File: src/rtl/mc_pkg.sv
`timescale 1ns/1ps
package mc_pkg;
  localparam int          XLEN     = 32;
  localparam int          NREG     = 32;
  localparam int          RIDX_W   = $clog2(NREG);
  localparam logic [31:0] RESET_PC = 32'h0000_0000;
  localparam logic [31:0] TRAP_VEC = 32'hC000_0000;

  localparam logic [5:0] OP_RTYPE = 6'h00;
  localparam logic [5:0] OP_LW    = 6'h23;
  localparam logic [5:0] OP_SW    = 6'h2B;
  localparam logic [5:0] OP_BEQ   = 6'h04;
  localparam logic [5:0] OP_J     = 6'h02;

  localparam logic [5:0] FN_ADD = 6'h20;
  localparam logic [5:0] FN_SUB = 6'h22;
  localparam logic [5:0] FN_AND = 6'h24;
  localparam logic [5:0] FN_OR  = 6'h25;
  localparam logic [5:0] FN_SLT = 6'h2A;

  typedef enum logic [2:0] {ALU_ADD, ALU_SUB, ALU_AND, ALU_OR, ALU_SLT} alu_op_e;

  typedef enum logic [3:0] {
    S_FETCH, S_DECODE, S_MEMADR, S_MEMRD, S_LDWB, S_MEMWR,
    S_REXEC, S_RWB, S_BRANCH, S_JUMP, S_TRAP
  } state_e;

  typedef enum logic       {SRCA_PC, SRCA_REG} srca_e;
  typedef enum logic [1:0] {SRCB_REG, SRCB_FOUR, SRCB_IMM, SRCB_IMMSH} srcb_e;
  typedef enum logic [1:0] {PCS_ALU, PCS_ALUOUT, PCS_JUMP, PCS_VEC} pcsrc_e;

  typedef struct packed {
    alu_op_e alu_op;
    srca_e   src_a;
    srcb_e   src_b;
    logic    pc_we;
    pcsrc_e  pc_src;
    logic    ir_we;
    logic    rf_we;
    logic    rf_dst_rd;
    logic    rf_from_mem;
    logic    addr_from_alu;
    logic    mem_we;
    logic    trap_we;
    logic    cause_val;
  } ctrl_t;
endpackage

File: src/rtl/mc_alu.sv
`timescale 1ns/1ps
module mc_alu
  import mc_pkg::*;
#(
  parameter int W = XLEN
) (
  input  logic [W-1:0] a_i,
  input  logic [W-1:0] b_i,
  input  alu_op_e      op_i,
  output logic [W-1:0] y_o,
  output logic         zero_o,
  output logic         ovf_o
);
  logic         sub;
  logic [W-1:0] b_eff, sum;
  logic         ovf_raw;

  assign sub     = (op_i == ALU_SUB) || (op_i == ALU_SLT);
  assign b_eff   = sub ? ~b_i : b_i;
  assign sum     = a_i + b_eff + {{(W-1){1'b0}}, sub};
  assign ovf_raw = (a_i[W-1] == b_eff[W-1]) && (sum[W-1] != a_i[W-1]);

  always_comb begin
    unique case (op_i)
      ALU_AND: y_o = a_i & b_i;
      ALU_OR:  y_o = a_i | b_i;
      ALU_SLT: y_o = {{(W-1){1'b0}}, sum[W-1] ^ ovf_raw};
      default: y_o = sum;
    endcase
  end

  assign zero_o = (y_o == '0);
  assign ovf_o  = ovf_raw && ((op_i == ALU_ADD) || (op_i == ALU_SUB));
endmodule

File: src/rtl/mc_regfile.sv
`timescale 1ns/1ps
module mc_regfile
  import mc_pkg::*;
#(
  parameter int N = NREG,
  parameter int W = XLEN,
  localparam int AW = $clog2(N)
) (
  input  logic          clk_i,
  input  logic          rst_ni,
  input  logic [AW-1:0] ra1_i,
  input  logic [AW-1:0] ra2_i,
  output logic [W-1:0]  rd1_o,
  output logic [W-1:0]  rd2_o,
  input  logic          we_i,
  input  logic [AW-1:0] wa_i,
  input  logic [W-1:0]  wd_i
);
  logic [W-1:0] regs [N];

  always_ff @(posedge clk_i or negedge rst_ni) begin
    if (!rst_ni) begin
      for (int i = 0; i < N; i++) regs[i] <= '0;
    end else if (we_i && (wa_i != '0)) begin
      regs[wa_i] <= wd_i;
    end
  end

  assign rd1_o = (ra1_i == '0) ? '0 : regs[ra1_i];
  assign rd2_o = (ra2_i == '0) ? '0 : regs[ra2_i];
endmodule

File: src/rtl/mc_ctrl.sv
`timescale 1ns/1ps
module mc_ctrl
  import mc_pkg::*;
(
  input  logic       clk_i,
  input  logic       rst_ni,
  input  logic [5:0] dec_op_i,
  input  logic [5:0] dec_fn_i,
  input  logic [5:0] ir_op_i,
  input  logic [5:0] ir_fn_i,
  input  logic       alu_zero_i,
  input  logic       ovf_q_i,
  output ctrl_t      ctrl_o,
  output state_e     state_o
);
  state_e state_q, state_d;

  function automatic logic is_legal(logic [5:0] op, logic [5:0] fn);
    unique case (op)
      OP_RTYPE: return fn inside {FN_ADD, FN_SUB, FN_AND, FN_OR, FN_SLT};
      OP_LW, OP_SW, OP_BEQ, OP_J: return 1'b1;
      default: return 1'b0;
    endcase
  endfunction

  function automatic alu_op_e rop(logic [5:0] fn);
    unique case (fn)
      FN_SUB:  return ALU_SUB;
      FN_AND:  return ALU_AND;
      FN_OR:   return ALU_OR;
      FN_SLT:  return ALU_SLT;
      default: return ALU_ADD;
    endcase
  endfunction

  always_comb begin
    state_d = state_q;
    unique case (state_q)
      S_FETCH:  state_d = S_DECODE;
      S_DECODE: begin
        if (!is_legal(dec_op_i, dec_fn_i))            state_d = S_TRAP;
        else if (dec_op_i inside {OP_LW, OP_SW})      state_d = S_MEMADR;
        else if (dec_op_i == OP_BEQ)                  state_d = S_BRANCH;
        else if (dec_op_i == OP_J)                    state_d = S_JUMP;
        else                                          state_d = S_REXEC;
      end
      S_MEMADR: state_d = (ir_op_i == OP_LW) ? S_MEMRD : S_MEMWR;
      S_MEMRD:  state_d = S_LDWB;
      S_REXEC:  state_d = S_RWB;
      S_RWB:    state_d = ovf_q_i ? S_TRAP : S_FETCH;
      default:  state_d = S_FETCH;
    endcase
  end

  always_ff @(posedge clk_i or negedge rst_ni) begin
    if (!rst_ni) state_q <= S_FETCH;
    else         state_q <= state_d;
  end

  always_comb begin
    ctrl_o        = '0;
    ctrl_o.alu_op = ALU_ADD;
    ctrl_o.src_a  = SRCA_PC;
    ctrl_o.src_b  = SRCB_FOUR;
    ctrl_o.pc_src = PCS_ALU;
    unique case (state_q)
      S_FETCH:  ctrl_o.pc_we = 1'b1;
      S_DECODE: begin
        ctrl_o.ir_we = 1'b1;
        ctrl_o.src_b = SRCB_IMMSH;  // speculative branch target
      end
      S_MEMADR: begin
        ctrl_o.src_a = SRCA_REG;
        ctrl_o.src_b = SRCB_IMM;
      end
      S_MEMRD:  ctrl_o.addr_from_alu = 1'b1;
      S_LDWB: begin
        ctrl_o.rf_we       = 1'b1;
        ctrl_o.rf_from_mem = 1'b1;
      end
      S_MEMWR: begin
        ctrl_o.addr_from_alu = 1'b1;
        ctrl_o.mem_we        = 1'b1;
      end
      S_REXEC: begin
        ctrl_o.src_a  = SRCA_REG;
        ctrl_o.src_b  = SRCB_REG;
        ctrl_o.alu_op = rop(ir_fn_i);
      end
      S_RWB: begin
        ctrl_o.rf_we     = !ovf_q_i;
        ctrl_o.rf_dst_rd = 1'b1;
      end
      S_BRANCH: begin
        ctrl_o.src_a  = SRCA_REG;
        ctrl_o.src_b  = SRCB_REG;
        ctrl_o.alu_op = ALU_SUB;
        ctrl_o.pc_we  = alu_zero_i;
        ctrl_o.pc_src = PCS_ALUOUT;
      end
      S_JUMP: begin
        ctrl_o.pc_we  = 1'b1;
        ctrl_o.pc_src = PCS_JUMP;
      end
      S_TRAP: begin
        ctrl_o.alu_op    = ALU_SUB;  // PC - 4 -> EPC
        ctrl_o.pc_we     = 1'b1;
        ctrl_o.pc_src    = PCS_VEC;
        ctrl_o.trap_we   = 1'b1;
        ctrl_o.cause_val = is_legal(ir_op_i, ir_fn_i);
      end
      default: ;
    endcase
  end

  assign state_o = state_q;


  fetch_to_decode_chk: assert property (@(posedge clk_i) disable iff (!rst_ni)
    (state_q == S_FETCH) |=> (state_q == S_DECODE));


  ovf_goes_trap_chk: assert property (@(posedge clk_i) disable iff (!rst_ni)
    (state_q == S_RWB && ovf_q_i) |=> (state_q == S_TRAP));
endmodule

File: src/rtl/mc_core.sv
`timescale 1ns/1ps
module mc_core
  import mc_pkg::*;
(
  input  logic        clk_i,
  input  logic        rst_ni,
  output logic [31:0] mem_addr_o,
  output logic        mem_we_o,
  output logic [31:0] mem_wdata_o,
  input  logic [31:0] mem_rdata_i,
  output logic [31:0] pc_o,
  output logic [31:0] epc_o,
  output logic [31:0] cause_o
);
  ctrl_t  ctrl;
  state_e state;

  logic [XLEN-1:0]   pc_q, ir_q, epc_q, cause_q;
  logic [XLEN-1:0]   a_q, b_q, aluout_q;
  logic              ovf_q;
  logic [XLEN-1:0]   rd1, rd2, alu_a, alu_b, alu_y, imm_sx, pc_d;
  logic              alu_zero, alu_ovf;
  logic [RIDX_W-1:0] ra1, ra2, wa;
  logic [15:0]       imm16;

  // during decode the instruction is taken from the read port, IR loads at its end
  assign ra1    = ctrl.ir_we ? mem_rdata_i[25:21] : ir_q[25:21];
  assign ra2    = ctrl.ir_we ? mem_rdata_i[20:16] : ir_q[20:16];
  assign imm16  = ctrl.ir_we ? mem_rdata_i[15:0]  : ir_q[15:0];
  assign imm_sx = {{(XLEN-16){imm16[15]}}, imm16};
  assign wa     = ctrl.rf_dst_rd ? ir_q[15:11] : ir_q[20:16];

  mc_regfile u_rf (
    .clk_i (clk_i),
    .rst_ni(rst_ni),
    .ra1_i (ra1),
    .ra2_i (ra2),
    .rd1_o (rd1),
    .rd2_o (rd2),
    .we_i  (ctrl.rf_we),
    .wa_i  (wa),
    .wd_i  (ctrl.rf_from_mem ? mem_rdata_i : aluout_q)
  );

  assign alu_a = (ctrl.src_a == SRCA_PC) ? pc_q : a_q;
  always_comb begin
    unique case (ctrl.src_b)
      SRCB_REG:   alu_b = b_q;
      SRCB_FOUR:  alu_b = 32'd4;
      SRCB_IMM:   alu_b = imm_sx;
      default:    alu_b = {imm_sx[XLEN-3:0], 2'b00};
    endcase
  end

  mc_alu u_alu (
    .a_i   (alu_a),
    .b_i   (alu_b),
    .op_i  (ctrl.alu_op),
    .y_o   (alu_y),
    .zero_o(alu_zero),
    .ovf_o (alu_ovf)
  );

  mc_ctrl u_ctrl (
    .clk_i     (clk_i),
    .rst_ni    (rst_ni),
    .dec_op_i  (mem_rdata_i[31:26]),
    .dec_fn_i  (mem_rdata_i[5:0]),
    .ir_op_i   (ir_q[31:26]),
    .ir_fn_i   (ir_q[5:0]),
    .alu_zero_i(alu_zero),
    .ovf_q_i   (ovf_q),
    .ctrl_o    (ctrl),
    .state_o   (state)
  );

  always_comb begin
    unique case (ctrl.pc_src)
      PCS_ALU:    pc_d = alu_y;
      PCS_ALUOUT: pc_d = aluout_q;
      PCS_JUMP:   pc_d = {pc_q[31:28], ir_q[25:0], 2'b00};
      default:    pc_d = TRAP_VEC;
    endcase
  end

  // short-lived values: no enables
  always_ff @(posedge clk_i or negedge rst_ni) begin
    if (!rst_ni) begin
      a_q      <= '0;
      b_q      <= '0;
      aluout_q <= '0;
      ovf_q    <= 1'b0;
    end else begin
      a_q      <= rd1;
      b_q      <= rd2;
      aluout_q <= alu_y;
      ovf_q    <= alu_ovf;
    end
  end

  // long-lived values: explicit enables
  always_ff @(posedge clk_i or negedge rst_ni) begin
    if (!rst_ni) begin
      pc_q    <= RESET_PC;
      ir_q    <= '0;
      epc_q   <= '0;
      cause_q <= '0;
    end else begin
      if (ctrl.pc_we)   pc_q    <= pc_d;
      if (ctrl.ir_we)   ir_q    <= mem_rdata_i;
      if (ctrl.trap_we) epc_q   <= alu_y;
      if (ctrl.trap_we) cause_q <= {{(XLEN-1){1'b0}}, ctrl.cause_val};
    end
  end

  assign mem_addr_o  = ctrl.addr_from_alu ? aluout_q : pc_q;
  assign mem_we_o    = ctrl.mem_we;
  assign mem_wdata_o = b_q;
  assign pc_o        = pc_q;
  assign epc_o       = epc_q;
  assign cause_o     = cause_q;


  fetch_pc_step_chk: assert property (@(posedge clk_i) disable iff (!rst_ni)
    (state == S_FETCH) |=> (pc_q == $past(pc_q) + 32'd4));


  trap_vector_chk: assert property (@(posedge clk_i) disable iff (!rst_ni)
    (state == S_TRAP) |=> (pc_q == TRAP_VEC));


  trap_epc_chk: assert property (@(posedge clk_i) disable iff (!rst_ni)
    (state == S_TRAP) |=> (epc_q == $past(pc_q) - 32'd4));


  pc_hold_chk: assert property (@(posedge clk_i) disable iff (!rst_ni)
    (state inside {S_DECODE, S_MEMADR, S_MEMRD, S_LDWB, S_MEMWR, S_REXEC, S_RWB})
    |=> $stable(pc_q));


  epc_hold_chk: assert property (@(posedge clk_i) disable iff (!rst_ni)
    (state != S_TRAP) |=> ($stable(epc_q) && $stable(cause_q)));
endmodule

File: config.mk
export PLATFORM = sky130hd
export DESIGN_NAME = mc_core
export DESIGN_NICKNAME = d
export VERILOG_FILES = /design/src/rtl/mc_pkg.sv /design/src/rtl/mc_alu.sv /design/src/rtl/mc_regfile.sv /design/src/rtl/mc_ctrl.sv /design/src/rtl/mc_core.sv
export SDC_FILE = /design/constraint.sdc
export NUM_CORES = 2
export LEC_CHECK = 0
export CORE_MARGIN = 2
export CORE_UTILIZATION = 58
export CTS_BUF_LIST = sky130_fd_sc_hd__clkbuf_2 sky130_fd_sc_hd__clkbuf_4 sky130_fd_sc_hd__clkbuf_8
export DETAILED_ROUTE_END_ITERATION = 8
export DONT_BUFFER_PORTS = 1
export PLACE_DENSITY = 0.7
export SLEW_MARGIN = 20
export SYNTH_ARGS = -nofsm -noshare
export SYNTH_HDL_FRONTEND = slang
export SYNTH_HIERARCHICAL = 1
export SYNTH_SLANG_ARGS = --single-unit
File: constraint.sdc
create_clock -name clk_i -period 21.3 [get_ports clk_i]
set_clock_uncertainty 0.05 [all_clocks]
set_input_delay 3.195 -clock clk_i [delete_from_list [all_inputs] [get_ports clk_i]]
set_output_delay 3.195 -clock clk_i [all_outputs]
set_load 0.01 [all_outputs]
==> results.yml <==
routing:
  viasPerCell: 7.22
  drtAntennaViolNets: 0
  wl_per_cell_um: 35.0
  drc: 0
  drt_first_pass_iters: 5
  drt_wl_total_mm: 221
  drtIter0Drc: 5276
  num_vias: 45640
synthesis:
  yosysMostFrequentCell: "dfrtp_1"
  netlist_instances: 4824
  synth_top_area_share_pct: 45.9
  synth_warnings: 6
  yosysUniqueCellTypes: 93
  synth_area_leaders: "dfrtp_1 46%, mux2_2 20%, mux4_2 15%"
  synth_flop_cell: "dfrtp_1"
  ys_seq_elements: 1222
  synth_common_cells: "1222 x dfrtp_1, 1177 x mux2_2, 448 x mux4_2"
  synth_edf_count: 0
  ys_async_sr_fraction_pct: 100
  seq_area_frac_synth_pct: 45.9
  yosysTopAreaCell: "dfrtp_1"
  netlist_area_mm2: 0.0666
  synth_area_per_cell_um2: 13.8
sta:
  setup_viol: 0
  max_slew.worst_pin.slew_ns: 1.31
  max_freq_ghz: 0.110
  setup_ws_ns: 12.17
  hold_violations: 0
  slew_headroom_pct: 12.6
  min_period_ns: 9.13
  rsz0062_at_grt: "no"
  fin_tns_setup_ns: 0
  min_period_over_period_pct: 42.9
  drv_slew: 0
floorplan:
  start_util_pct: 58.4
  core-area_mm2: 0.114
  fp-row-count: 124
  die_h_um: 343
  io-pin-count: 195
  die_x_um: 343
  dieArea_mm2: 0.118
global_routing:
  grt_overflow: 0
  grt_pass1_vias: 44756
  grt_pass1_wl_mm: 316
  antenna_found_initial: 8
  grt_max_degree: 1223
  grt_use_total_pct: 37.4
critical_path:
  r2r_cells: 23
  critPathArrivalTime_ns: 9.88
  cp.required_ns: 22.05
  cp_max_fo: 59
  cp_top_family: "simple AND/OR/NAND/NOR gates"
  cpPeakStageDelay_ns: 0.62
  worst-path-buf-inv: 2
  critPathLaunchType: "flop"
  path_class: "flop to flop"
  r2r_slack_ns: 12.17
  path_cells: "nor4bb_1 -> and3_1 -> a221o_2 -> buf_4 -> xnor2_1 -> nor2_4 -> xor2_1 -> fa_1 -> a21o_1 -> a221oi_2 -> o21ai_1 -> o211ai_1 -> a32oi_1 -> xnor2_1 -> o21ai_0 -> or4_1 -> or4_1 -> a2111oi_2 -> nor4b_1 -> nor4_2 -> buf_4 -> nand2b_1 -> o22ai_1"
  end_kind: "flop"
  r2r-start: "u_ctrl/state_o[2]$_DFF_PN0_"
  cp_slowest_cell: "and3_1"
  r2r-end: "pc_o[0]$_DFFE_PN0P_"
clock_network:
  root_buffer: "clkbuf_8"
  hold_buffers: 0
  clkTransAtPathRegs_ns: 0.06
  cts-htree-levels: 4
  cts_resized: 0
  cts.sink_count: 1222
  cts_tree: "done"
  clockBufferDepth: 3
  cts_made_buffers: 201
  worstSkewPairLatency_ns: 0.92
  post_cts_buffers: 0
layout:
  nNetsFinal: 4700
  area_delta_synth_final_pct: 7.96
  drive_gt1_share_pct: 46.1
  nFillCells: 8554
power:
  irDropWorstVdd_v: 0.000139
  cellLeakagePower_nw: 32.4
  power.density_mw_per_mm2: 191
worst_hold_path:
  min_path_cells: 0
  hp-start: "u_rf/regs[1018]$_DFFE_PN0P_"
  hold_path_end: "u_rf/regs[1018]$_DFFE_PN0P_"
  hp-class: "flop to flop"
place:
  gp_congestion: 0.989
  dp_slack_ns: 11.80
  dp_hpwl_mm: 131
  portBuffers: 0
run:
  drv_cap: 0
outcome:
  status: "finished, final reports clean"
[cell usage in the layout, fill, tap and decap left out, drive strengths merged, types with 9 or more instances in the layout]
master   instances
a211oi          70
a21o            14
a21oi           86
a221oi          51
a22oi           78
a2bb2oi         17
a311oi          64
and3             9
buf            115
clkbuf         334
clkinv          23
conb            31
dfrtp         1222
ha              33
inv             34
maj3            26
mux2          1203
mux2i          162
mux4           448
nand2          167
nand2b          15
nand3           18
nand4            9
nor2            65
nor2b           76
nor3            19
o2111ai         19
o21a            17
o21ai          179
o221ai          10
xnor2           21
xor2            38
[state kept, by name, summed over array words and instances (netlist names)]
name,count
u_rf/regs,1024
epc_o,32
aluout_q,32
a_q,32
mem_wdata_o,32
u_ctrl/state_o,4
ir_q,32
cause_o,1
ovf_q,1
pc_o,32
[power by group]
group	switching, mW	internal, mW
combinational	4.60	3.01
clock	0.989	1.27
sequential	0.764	3.14
total	6.35	7.42
[cell type report]
| class | count | area, µm² | share of cell area (%) |
|---|---|---|---|
| Inverter | 30 | 115 | 0.160 |
| Timing Repair Buffer | 115 | 1050 | 1.46 |
| Clock inverter | 35 | 335 | 0.466 |
| Clock buffer | 334 | 4120 | 5.73 |
| Antenna cell | 7 | 17.5 | 0.0243 |
| Tap cell | 1512 | 1890 | 2.63 |
| Sequential cell | 1222 | 30600 | 42.5 |
| Multi-Input combinational cell | 3062 | 33800 | 47.0 |
[stage by stage]
stage	util [%]	hold WS (ns)	std cells	power, mW	area [µm²]
2_1_floorplan	-	0.391	4854	8.86	66800
3_3_place_gp	58.9	0.327	5934	11.2	67300
3_5_place_dp	58.9	0.334	5934	11.3	67300
4_1_cts	62.8	0.348	6303	13.5	71700
5_1_grt	63.0	0.359	6311	14.3	71900
6_report	63.0	0.345	6317	13.8	71900
[cell families (layout without fill, tap and decap cells)]
| kind of cell | Yosys count | count (layout) | share of synthesized area [%] |
|---|---|---|---|
| AO/OA/AOI/OAI | 664 | 664 | 6.90 |
| XOR/XNOR | 59 | 59 | 0.775 |
| adder cells (fa/ha/maj) | 60 | 60 | 1.04 |
| buffers and inverters | 570 | 514 | 4.12 |
| flip-flops | 1222 | 1222 | 45.9 |
| multiplexers | 1813 | 1813 | 38.0 |
| other | 1 | 38 | 0.00563 |
| AND/OR/NAND/NOR | 435 | 435 | 3.29 |
[worst max-delay path by stage]
| stage | startpoint | endpoint | slack (ns) | depth (start not counted) |
|---|---|---|---|---|
| 2_1_floorplan | mem_rdata_i[2] | pc_o[10]$_DFFE_PN0P_ | 12.64 | 20 |
| 3_3_place_gp | mem_rdata_i[0] | pc_o[28]$_DFFE_PN0P_ | 11.95 | 20 |
| 3_5_place_dp | mem_rdata_i[0] | pc_o[29]$_DFFE_PN0P_ | 11.80 | 20 |
| 4_1_cts | u_ctrl/state_o[1]$_DFF_PN0_ | pc_o[0]$_DFFE_PN0P_ | 12.38 | 23 |
| 5_1_grt | u_ctrl/state_o[1]$_DFF_PN0_ | pc_o[1]$_DFFE_PN0P_ | 11.55 | 23 |
| 6_report | u_ctrl/state_o[2]$_DFF_PN0_ | pc_o[0]$_DFFE_PN0P_ | 12.17 | 23 |
[metal layers]
| metal | vias to the layer above | share of wire (%) | track usage [%] |
|---|---|---|---|
| met3 | 623 | 12 | 11.6 |
| met5 | - | 0 | 0 |
| met1 | 24166 | 39 | 50.9 |
| met2 | 2824 | 45 | 55.2 |
| li1 | 18027 | - | - |
| met4 | 0 | 4.9 | 17.8 |
Power figures use the tool's default switching activity.
